File: config.mk
export PLATFORM = sky130hd
export DESIGN_NAME = adc_word_fmt
export DESIGN_NICKNAME = d
export VERILOG_FILES = /design/src/rtl/adc_fmt_pkg.sv /design/src/rtl/adc_fmt_phase.sv /design/src/rtl/adc_fmt_encode.sv /design/src/rtl/adc_fmt_outreg.sv /design/src/rtl/adc_word_fmt.sv
export SDC_FILE = /design/constraint.sdc
export NUM_CORES = 1
export LEC_CHECK = 0
export BUFFER_PORTS_ARGS = -buffer_cell sky130_fd_sc_hd__buf_4
export CAP_MARGIN = 20
export CORE_MARGIN = 2
export CORE_UTILIZATION = 45
export DETAILED_ROUTE_END_ITERATION = 7
export PLACE_DENSITY = 0.78
export SYNTH_ARGS = -nofsm -noshare
export SYNTH_HDL_FRONTEND = slang
export SYNTH_SLANG_ARGS = --single-unit
export TNS_END_PERCENT = 30
File: constraint.sdc
create_clock -name clk -period 1.7 [get_ports clk]
set_input_delay 0.34 -clock clk [delete_from_list [all_inputs] [get_ports clk]]
set_output_delay 0.34 -clock clk [all_outputs]
set_load 0.01 [all_outputs]
File: src/rtl/adc_fmt_pkg.sv
package adc_fmt_pkg;

  typedef enum logic [1:0] {
    MODE_OB_NOSTAB = 2'd0,
    MODE_OB_STAB   = 2'd1,
    MODE_TC_STAB   = 2'd2,
    MODE_TC_NOSTAB = 2'd3
  } fmt_mode_e;

  // Upper half of the level range selects two's complement
  function automatic logic mode_is_tc(input logic [1:0] lvl);
    return lvl[1];
  endfunction

  // Stabilizer runs only for the two middle levels
  function automatic logic mode_stab(input logic [1:0] lvl);
    return (lvl == MODE_OB_STAB) || (lvl == MODE_TC_STAB);
  endfunction

endpackage

File: src/rtl/adc_fmt_phase.sv
module adc_fmt_phase #(
  parameter int DIV = 4
) (
  input  logic clk,
  input  logic rst_n,
  output logic load_o,
  output logic rise_o
);
  localparam int HALF = DIV / 2;
  localparam int PW   = (DIV > 2) ? $clog2(DIV) : 1;
  localparam logic [PW-1:0] LAST = PW'(DIV - 1);
  localparam logic [PW-1:0] MID  = PW'(HALF - 1);

  logic [PW-1:0] ph_q, ph_d;

  always_comb begin
    load_o = (ph_q == LAST);
    rise_o = (ph_q == MID);
    ph_d   = load_o ? '0 : ph_q + 1'b1;
  end

  always_ff @(posedge clk or negedge rst_n) begin
    if (!rst_n) ph_q <= '0;
    else        ph_q <= ph_d;
  end

  p_phase_range_r10: assert property (@(posedge clk) disable iff (!rst_n)
    ph_q <= LAST);
  p_phase_wrap_r10: assert property (@(posedge clk) disable iff (!rst_n)
    load_o |=> (ph_q == '0));

endmodule

File: src/rtl/adc_fmt_encode.sv
module adc_fmt_encode #(
  parameter int W = 16
) (
  input  logic [W-1:0] raw_i,
  input  logic         tc_i,
  input  logic         scr_i,
  output logic [W-1:0] word_o
);
  logic [W-1:0] fmt;

  always_comb begin
    fmt        = raw_i;
    fmt[W-1]   = raw_i[W-1] ^ tc_i;
  end

  assign word_o[0] = fmt[0];

  for (genvar b = 1; b < W; b++) begin : g_scr
    assign word_o[b] = fmt[b] ^ (scr_i & fmt[0]);
  end

endmodule

File: src/rtl/adc_fmt_outreg.sv
module adc_fmt_outreg #(
  parameter int W = 16
) (
  input  logic         clk,
  input  logic         rst_n,
  input  logic         load_i,
  input  logic         rise_i,
  input  logic [W-1:0] word_i,
  input  logic         ovf_i,
  input  logic         stab_i,
  output logic [W-1:0] dout_o,
  output logic         ovf_o,
  output logic         stab_o,
  output logic         ck_p_o,
  output logic         ck_n_o
);
  logic [W-1:0] dout_q, dout_d;
  logic         ovf_q, ovf_d, stab_q, stab_d, ckp_q, ckp_d, ckn_q, ckn_d;

  always_comb begin
    dout_d = dout_q;
    ovf_d  = ovf_q;
    stab_d = stab_q;
    ckp_d  = ckp_q;
    if (load_i) begin
      dout_d = word_i;
      ovf_d  = ovf_i;
      stab_d = stab_i;
      ckp_d  = 1'b0;
    end else if (rise_i) begin
      ckp_d  = 1'b1;
    end
    ckn_d = ~ckp_d;
  end

  always_ff @(posedge clk or negedge rst_n) begin
    if (!rst_n) begin
      dout_q <= '0;
      ovf_q  <= 1'b0;
      stab_q <= 1'b0;
      ckp_q  <= 1'b1;
      ckn_q  <= 1'b0;
    end else begin
      dout_q <= dout_d;
      ovf_q  <= ovf_d;
      stab_q <= stab_d;
      ckp_q  <= ckp_d;
      ckn_q  <= ckn_d;
    end
  end

  assign dout_o = dout_q;
  assign ovf_o  = ovf_q;
  assign stab_o = stab_q;
  assign ck_p_o = ckp_q;
  assign ck_n_o = ckn_q;

  p_clk_pair_r7: assert property (@(posedge clk) disable iff (!rst_n)
    ck_p_o != ck_n_o);
  p_rise_mid_r7: assert property (@(posedge clk) disable iff (!rst_n)
    rise_i && !load_i |=> ck_p_o);

endmodule

File: src/rtl/adc_word_fmt.sv
module adc_word_fmt #(
  parameter int W   = 16,
  parameter int DIV = 4
) (
  input  logic         clk,
  input  logic         rst_n,
  input  logic [W-1:0] raw_code,
  input  logic         over_rng,
  input  logic         under_rng,
  input  logic [1:0]   mode_lvl,
  input  logic         scramble_en,
  output logic [W-1:0] dout,
  output logic         ovf,
  output logic         dcs_en,
  output logic         clk_out_p,
  output logic         clk_out_n
);
  import adc_fmt_pkg::*;

  logic         ld, rs;
  logic [W-1:0] word;

  adc_fmt_phase #(.DIV(DIV)) u_phase (
    .clk(clk), .rst_n(rst_n), .load_o(ld), .rise_o(rs)
  );

  adc_fmt_encode #(.W(W)) u_enc (
    .raw_i(raw_code), .tc_i(mode_is_tc(mode_lvl)), .scr_i(scramble_en),
    .word_o(word)
  );

  adc_fmt_outreg #(.W(W)) u_out (
    .clk(clk), .rst_n(rst_n), .load_i(ld), .rise_i(rs), .word_i(word),
    .ovf_i(over_rng | under_rng), .stab_i(mode_stab(mode_lvl)),
    .dout_o(dout), .ovf_o(ovf), .stab_o(dcs_en),
    .ck_p_o(clk_out_p), .ck_n_o(clk_out_n)
  );

  p_lsb_thru_r5: assert property (@(posedge clk) disable iff (!rst_n)
    ld |=> dout[0] == $past(raw_code[0]));
  p_ovf_word_r6: assert property (@(posedge clk) disable iff (!rst_n)
    ld |=> ovf == $past(over_rng | under_rng));
  p_stab_dec_r3: assert property (@(posedge clk) disable iff (!rst_n)
    ld |=> dcs_en == ($past(mode_lvl) == 2'd1 || $past(mode_lvl) == 2'd2));
  p_msb_fmt_r2: assert property (@(posedge clk) disable iff (!rst_n)
    ld && !scramble_en |=> dout[W-1] == ($past(raw_code[W-1]) ^ $past(mode_lvl[1])));
  p_hold_r8: assert property (@(posedge clk) disable iff (!rst_n)
    !ld |=> $stable(dout) && $stable(ovf) && $stable(dcs_en));
  p_fall_on_data_r7: assert property (@(posedge clk) disable iff (!rst_n)
    !$stable(dout) |-> $fell(clk_out_p));

endmodule

Word-level counts from Yosys, hierarchy flattened

Cells that the tools add are included.

Bits in read-only memories: 0
Memory bits (writable): 0
Output and inout bits: 20
Flip-flop bits (word level): 22
Memories: 0
Logic and storage cells: 34
Latch bits: 0
Input port bits: 23

Multiply operators: 0
Div/mod/pow operators: 0
Bitwise gates (word level): 19
$add $sub $neg: 1
Shift operators: 0
Mux-type cells: 3
Magnitude comparators: 0
Equal/unequal tests: 4
Reductions and logical operators: 1

Operators with widths:

| operator                                       | count |
|---|---|
| XOR 1 bit                                      | 16 |
| == test 2 x 1 -> 1 bit (second input constant) | 2 |
| == test 2 bit (second input constant)          | 2 |
| adder 2 x 1 -> 2 bit (second input constant)   | 1 |
| 2-to-1 mux 1 bit                               | 2 |
| 2-to-1 mux 2 bit                               | 1 |
| AND 1 bit                                      | 1 |
| logical OR 1 bit                               | 1 |
| inverter 1 bit                                 | 1 |
| bitwise OR 1 bit                               | 1 |

Depth between registers and ports, before layout

Gate-level depths: netlist of run 1.

Word-level depth: 4
Mapped depth: 5

By module

Synthesis of run 1 repeated with hierarchy kept, for this count alone.

Cell total of the unflattened synthesis: 70
Area total of the unflattened synthesis: 1087.3 µm²

By module, submodules not included:

| module         | cells an instance | seq. area each (µm²) | area an instance (µm²) | instances |
|---|---|---|---|---|
| adc_fmt_outreg | 42                | 501.7                | 812.0                  | 1 |
| adc_fmt_encode | 19                | 0.0                  | 173.9                  | 1 |
| adc_fmt_phase  | 7                 | 50.0                 | 86.3                   | 1 |
| adc_word_fmt   | 2                 | 0.0                  | 15.0                   | 1 |

Worst setup path before layout of run 1

OpenSTA, ideal clock, no wires.

Kind: reg2reg
From: reg u_phase.ph_q[0]
To: reg u_out.dout_q[10], in the netlist u_out.dout_o[10]
Path slack: 541 ps
Setup time: 137 ps
Period minus slack after synthesis: 1159 ps
Arrival: 1022 ps
Path buffers: 2
Stages on the path, launching flop included: 6
Required time: 1563 ps
Cell sequence: dfrtp_1 -> ha_1 -> buf_2 -> buf_2 -> nor2_1 -> a21oi_1

Word-level cells in the longest chain between the ends: 1

Ends and longest elaborated chain:

| item                   | line                 | text |
|---|---|---|
| start, declared        | adc_fmt_phase.sv:14  | `logic [PW-1:0] ph_q, ph_d;` |
| start signal, assigned | adc_fmt_phase.sv:24  | `else ph_q <= ph_d;` |
| == test 2 bit          | adc_fmt_phase.sv:17  | `load_o = (ph_q == LAST);` |
| end signal, assigned   | adc_fmt_outreg.sv:44 | `dout_q <= dout_d;` |
| end, declared          | adc_fmt_outreg.sv:17 | `logic [W-1:0] dout_q, dout_d;` |

No other way between the ends.
A chain may end at the register's enable or synchronous reset.

Worst setup path in the final report of run 1

From: reg u_phase.ph_q[0]
To: reg u_out.dout_q[9], in the netlist u_out.dout_o[9]

Same word-level chain as after synthesis.

==> results list, run 1 <==
- Result of the run: finished, final reports clean
* Buffer count from post-CTS setup fixing: 0
* Antenna-violating nets left: 0
- The net count of the finished layout is 153.
* Crit. End Element: flip-flop
- The commonest cells after synthesis are sky130_fd_sc_hd__dfrtp_1, sky130_fd_sc_hd__nor2_1, sky130_fd_sc_hd__a21oi_1.
* Number of antenna violations at the first check in global routing: 0
- Largest net degree at the start of global routing: 23
* ANT cells: 0
* Placeable core region: 1980 um^2
- The biggest area contributor in the post-synthesis netlist is sky130_fd_sc_hd__dfrtp_1.
- Final-layout setup total negative slack: 0 ns
- Final setup viols: 0
- First-pass iteration count of the detailed router: 3
* Area growth from synthesis to layout: 39.4%
- After detailed routing, the total wire length is 1930 um.
- Static timing analysis puts the maximum clock frequency at 668 MHz.
* I/O pin count: 43
* Post-route DRC violation count: 0
- Number of hold violations in the final report: 0
- Ranked by total cell area, the synthesized netlist is headed by sky130_fd_sc_hd__dfrtp_1, sky130_fd_sc_hd__xor2_1, sky130_fd_sc_hd__a21oi_1.
- Summing the sequential cell areas from Yosys gives 58.3% of the chip area.
- Once layout is done, the placed cells without fillers occupy 1320 um^2.
- VDD IR-drop max: 596 uV
- Type of the worst setup path: flip-flop to flip-flop
* Wire length of the first global-routing pass: 3240 um
- CTS saw 22 sinks.
* IO buf count: 42
- Yosys top cell area share: 55.6%
- The die covers 2480 um^2.
- In the final layout, the share of cells above drive strength 1 is 39.8%.
- FILL cells: 170
- Deepest clock path buffer count: 2
- Fraction of registers with async set/reset: 100%
- STA puts the critical path data required time at 1.92 ns.
* Global route total overflow: 0
* Syn Std Cell Area: 946 um^2
* Total track usage: 17.5%
- Average instance area after synthesis: 11.1 um^2
- The synthesized design contains 22 register bits.
- The die is 49.8 um wide.
- CTS buffer count: 3
- On the final layout, the worst clock skew is 0.00684 ns.
- After detailed routing, no signal wire sits above met4.
* TritonCTS clock tree: yes
* Cells after Synth: 85
* Max transition margin: 67.5%
- Summing all multi-input logic gate instances after layout gives 357 um^2.
* Number of synthesized flops with an enable pin: 0
- Across the run, the number of max-cap violations was 0.
- For this block, the initial DRC count from the detailed router was 7.
- At the worst endpoint, the arrival time is 1.72 ns.
- Routed via count divided by cell count: 4.53
* Via count: 702
- Clock tree root buffer cell: sky130_fd_sc_hd__clkbuf_4
- In this run the number of H-tree levels came out at 1.
- After detailed routing, the average wire length per cell comes to 12.4 um.
- The via count of the first global-routing pass came to 723.
- The congestion estimate from routability-driven global placement came to 0.665.
* Reg clk slew, reported paths: 0.12 ns
* Total routed wire length on the met1 layer: 749 um
- Summed over all cells, the static leakage comes to 0.000659 uW.
- Post-synth top flop: sky130_fd_sc_hd__dfrtp_1
- Clock insertion delay at the later pin of the skew report: 0.30 ns
* Met2 wire length: 1080 um
* Starting utilization of the core area: 47.7%
* Detailed route wirelength on metal3: 69 um
- For the pin with the worst max-slew slack, the measured transition is 0.487 ns.
* Minimum period implied by the final worst setup slack: 1.50 ns
- Final period utilization: 88.1%
- When the netlist entered floorplanning its net count stood at 109.
* Count leader, synth: sky130_fd_sc_hd__dfrtp_1
- Number of warnings printed during yosys synthesis: 0
- Vertical extent of the die: 49.8 um
- Setup repair after global routing left no endpoint under its margin.
- The floorplan has 16 rows.
- Area after detailed placement: 1270 um^2
- Summing all flip-flop and latch instances after layout gives 552 um^2.
- Category of the worst setup path launch point: flip-flop
* Largest driver fanout on the critical path: 21
- Once detailed placement completed, the half-perimeter wirelength came to 1410 um.
- The tightest min-delay check is of the input pin to flip-flop type.
- Final number of max-transition violations: 0
- Total power draw: 1100 uW
- The number of different library cells used by synthesis comes to 15.
* Power per cell area: 831 nW/um^2
-- through the flow --
| step | hold WS, ns | std cells | setup slack [ns] | utilization (%) |
|---|---|---|---|---|
| 4_1_cts | 0.285 | 155 | 0.197 | 66.5 |
| 2_1_floorplan | 0.0444 | 85 | 0.541 | - |
| 5_1_grt | 0.269 | 155 | 0.0544 | 66.5 |
| 6_report | 0.290 | 155 | 0.203 | 66.5 |
| 3_5_place_dp | 0.240 | 150 | 0.217 | 64.2 |
| 3_3_place_gp | 0.236 | 150 | 0.303 | 64.2 |
-- final timing paths --
kind	startpoint	to	slack (ns)	depth (start not counted)
setup / recovery	u_phase.ph_q[0]$_DFF_PN0_	u_out.dout_o[9]$_DFFE_PN0N_	0.20	4
hold / removal	raw_code[0]	u_out.dout_o[0]$_DFFE_PN0N_	0.29	2
setup reg to reg	u_phase.ph_q[0]$_DFF_PN0_	u_out.dout_o[9]$_DFFE_PN0N_	0.20	4
hold reg to reg	u_phase.ph_q[1]$_DFF_PN0_	flip-flop	0.47	1
max in group asynchronous	rst_n	async pin	0.96	2
min in group asynchronous	rst_n	u_out.dout_o[3]$_DFFE_PN0N_	0.47	2
-- cell usage in the layout, fill, tap and decap left out, types with 2 or more instances in the layout --
cell type / instances
sky130_fd_sc_hd__a21oi_1: 16
sky130_fd_sc_hd__clkbuf_4: 3
sky130_fd_sc_hd__inv_1: 2
sky130_fd_sc_hd__xor2_1: 15
sky130_fd_sc_hd__xnor2_1: 2
sky130_fd_sc_hd__buf_4: 43
sky130_fd_sc_hd__dfrtp_1: 21
sky130_fd_sc_hd__nor2_1: 18
-- routing by layer --
metal	vias up	track usage, %
met5	-	0
met4	0	6.94
met3	2	2.73
met2	17	32.4
met1	326	19.8
li1	357	-
-- flip-flops by register name (all words and copies together) (netlist names), named ones only --
register / flops
u_phase.ph_q: 2
u_out.ovf_o: 1
u_out.dout_o: 16
u_out.stab_o: 1
u_out.ck_n_o: 1
-- where the power goes --
group	leakage [uW]	internal, uW	switching (uW)	total, uW
Combinational	0.000385	123	100	223
Clock	0.0000210	130	153	283
Sequential	0.000253	565	24.6	590
Total	0.000659	819	277	1100
-- area by class of cell --
type                            instances  share of cell area [%]
Clock buffer                            4                    2.75
Inverter                                2                   0.569
Multi-Input combinational cell         56                    27.0
Sequential cell                        22                    41.8
Tap cell                               27                    2.56
Timing Repair Buffer                   44                    25.2
-- kinds of logic after synthesis --
kind of cell	Yosys count	share of synthesized area, %
simple gates	19	8.33
fa+ha+maj	1	1.32
xor+xnor	17	15.7
flops	22	58.3
mux	3	3.84
compound gates	16	8.47
buf+inv	7	3.97
-- worst max-delay path, stage by stage (launching register included) --
cell and delay (ns):
sky130_fd_sc_hd__dfrtp_1 0.42, sky130_fd_sc_hd__ha_1 0.48, sky130_fd_sc_hd__buf_4 0.32, sky130_fd_sc_hd__nor2_1 0.07
sky130_fd_sc_hd__a21oi_1 0.13
-- what timing repair did --
| action | in CTS | in global routing |
|---|---|---|
| hold buffers | 1 | 0 |
| endpoints found under the hold margin | 21 | 0 |
| resized for setup | 0 | 0 |
(Power assumes the default switching activity.)
==> run 2: changes to the inputs <==
--- a/config.mk
+++ b/config.mk
@@ -7,10 +7,11 @@
 export LEC_CHECK = 0
 export BUFFER_PORTS_ARGS = -buffer_cell sky130_fd_sc_hd__buf_4
 export CAP_MARGIN = 20
-export CORE_MARGIN = 2
-export CORE_UTILIZATION = 45
+export CELL_PAD_IN_SITES_DETAIL_PLACEMENT = 0
+export CELL_PAD_IN_SITES_GLOBAL_PLACEMENT = 1
+export CORE_UTILIZATION = 33
 export DETAILED_ROUTE_END_ITERATION = 7
-export PLACE_DENSITY = 0.78
+export PLACE_DENSITY = 0.77
 export SYNTH_ARGS = -nofsm -noshare
 export SYNTH_HDL_FRONTEND = slang
 export SYNTH_SLANG_ARGS = --single-unit
==> results list, run 2 (same netlist as run 1, synthesis figures left out) <==
- The register with the most flip-flops in the layout has 16 of them.
* Transition time of the tightest slew-check pin: 0.360 ns
- Data on the critical path is required at its endpoint by 1.94 ns.
- Leaving out fill and tap cells, the most frequent cell in the layout is sky130_fd_sc_hd__buf_4.
- Clock-pin slew was measured on the worst setup and hold paths at 0.12 ns.
- Area growth from synthesis to layout: 40.7%
- Worst Setup Slack post-DPL: 0.410 ns
- Type of the worst setup path: flip-flop to flip-flop
- Adding up every negative setup slack in the final design gives 0 ns.
* Final hold slack: 0.302 ns
- The first detailed-routing pass ran for 6 iterations.
- In the final routed layout, each cell accounts on average for 11.8 um.
- Net total in the final layout: 154
- The congestion estimate from routability-driven global placement came to 0.721.
- The clock reaches the later pin of the worst-skew pair after 0.30 ns.
* Category of the worst setup path launch point: flip-flop
- Timing would allow up to 765 MHz.
- Placeable core region: 2730 um^2
- 0 antenna diodes ended up in the layout.
- In the routed layout, each cell is associated on average with a via count of 4.64.
* Vertical extent of the die: 55.5 um
- Crit. End Element: flip-flop
* Max-cap check violation count: 0
- The die is 55.5 um wide.
* Final HPWL from detailed placement: 1420 um
- Setup violations remaining at the end of the flow were counted as 0.
- TritonCTS built the clock tree.
- In this run the tightest slew margin relative to its limit is 76.0%.
- In this run the count of I/O pins placed on the die edge is 43.
* Clock sinks: 22
- In this run the remaining antenna-violating nets after routing total 0.
- Minimum period implied by the final worst setup slack: 1.31 ns
- Number of hold violations in the final report: 0
- Total track usage: 13.8%
- After the first detailed-routing iteration, the DRC count stood at 8.
- The number of antenna violations at the first check in global routing is 0.
* Deepest clock path buffer count: 2
- VDD sags by at most 443 uV.
- Buffer count from post-CTS setup fixing: 0
- Buffers placed on the I/O ports in this run total 42.
- Via count: 742
* Fraction of final layout cells sized beyond drive strength 1: 40.3%
* Global route total overflow: 0
- Starting utilization of the core area: 34.6%
* Worst setup skew after layout: 0.00330 ns
* Clock tree root buffer cell: sky130_fd_sc_hd__clkbuf_4
- Of all nets on the critical path, the largest fanout is 15.
- Count of H-tree levels built during CTS: 1
* Core Rows: 19
- The via count of the first global-routing pass came to 743.
- Total Die Area: 3080 um^2
* CTS buffer count: 3
- Final number of max-transition violations: 0
- Crit path DAT: 1.54 ns
* Result of the run: finished, final reports clean
* Fin util: 48.7%
- Most frequent cells in the layout: sky130_fd_sc_hd__buf_4, sky130_fd_sc_hd__dfrtp_1, sky130_fd_sc_hd__nor2_1
- The worst path meets setup with 0.393 ns of slack.
* Total power draw: 1090 uW
- Largest net degree at the start of global routing: 23
* Hold crit path type: input pin to flip-flop
- Power per cell area: 822 nW/um^2
- Final period utilization: 76.9%
- The analysis attributes to cell leakage a power of 0.000665 uW.
- After detailed routing, the number of remaining DRC violations is 0.
* Setup repair after global routing missed its margin: no
- The first global-routing pass estimated 3290 um of wire.
- The final layout contains routed wiring with a total length of 1890 um.
## run 2: cell count changes in the layout (fill, tap and decap cells not counted)
cell                    change
sky130_fd_sc_hd__buf_4      +1
## run 2: worst paths after layout
kind / startpoint / slack (ns) / cells past startpoint / end
worst max register to register: u_phase.ph_q[0]$_DFF_PN0_ / 0.39 / 4 / u_out.dout_o[10]$_DFFE_PN0N_
worst min-delay path: raw_code[0] / 0.30 / 2 / u_out.dout_o[0]$_DFFE_PN0N_
worst max-delay path: u_phase.ph_q[0]$_DFF_PN0_ / 0.39 / 4 / u_out.dout_o[10]$_DFFE_PN0N_
worst min register to register: u_phase.ph_q[1]$_DFF_PN0_ / 0.47 / 1 / flip-flop
max in group asynchronous: rst_n / 0.98 / 2 / async pin
min in group asynchronous: rst_n / 0.44 / 2 / u_out.dout_o[9]$_DFFE_PN0N_
## run 2: worst max-delay path, stage by stage (launching register included)
cell and delay, ns:
sky130_fd_sc_hd__dfrtp_1 0.40, sky130_fd_sc_hd__ha_1 0.39, sky130_fd_sc_hd__buf_4 0.26, sky130_fd_sc_hd__nor2_1 0.06
sky130_fd_sc_hd__a21oi_1 0.12
## run 2: repair_timing
item | 4_1_cts | 5_1_grt
gates resized for setup | 0 | 0
endpoints found under the setup margin | 0 | 0
hold buffers | 1 | 0
hold endpoints to repair | 21 | 0
## run 2: area by class of cell
class / count / area [um^2]
Fill cell: 261 / 1400
Sequential cell: 22 / 552
Multi-Input combinational cell: 56 / 357
Timing Repair Buffer: 45 / 340
Tap cell: 31 / 38.8
Clock buffer: 4 / 36.3
Inverter: 2 / 7.51
## run 2: layer usage
metal / track usage, % / part of all wire, % / wire length, um / up-vias
li1: - / - / - / 360
met5: 0 / 0 / 0 / -
met4: 7.50 / 2.5 / 47 / 0
met2: 23.1 / 51 / 959 / 24
met1: 16.8 / 42 / 802 / 354
met3: 2.58 / 4.4 / 83 / 4
## run 2: where the power goes
group	switching, uW	internal [uW]	leakage [uW]	total [uW]
Sequential	25.7	565	0.000253	591
Combinational	97.5	123	0.000391	220
Clock	153	131	0.0000210	284
## run 2: stage by stage
stage | cell area, um^2 | instances
6_report | 1330 | 160
5_1_grt | 1330 | 160
4_1_cts | 1330 | 160
3_5_place_dp | 1280 | 155
3_3_place_gp | 1280 | 155
2_1_floorplan | 946 | 85
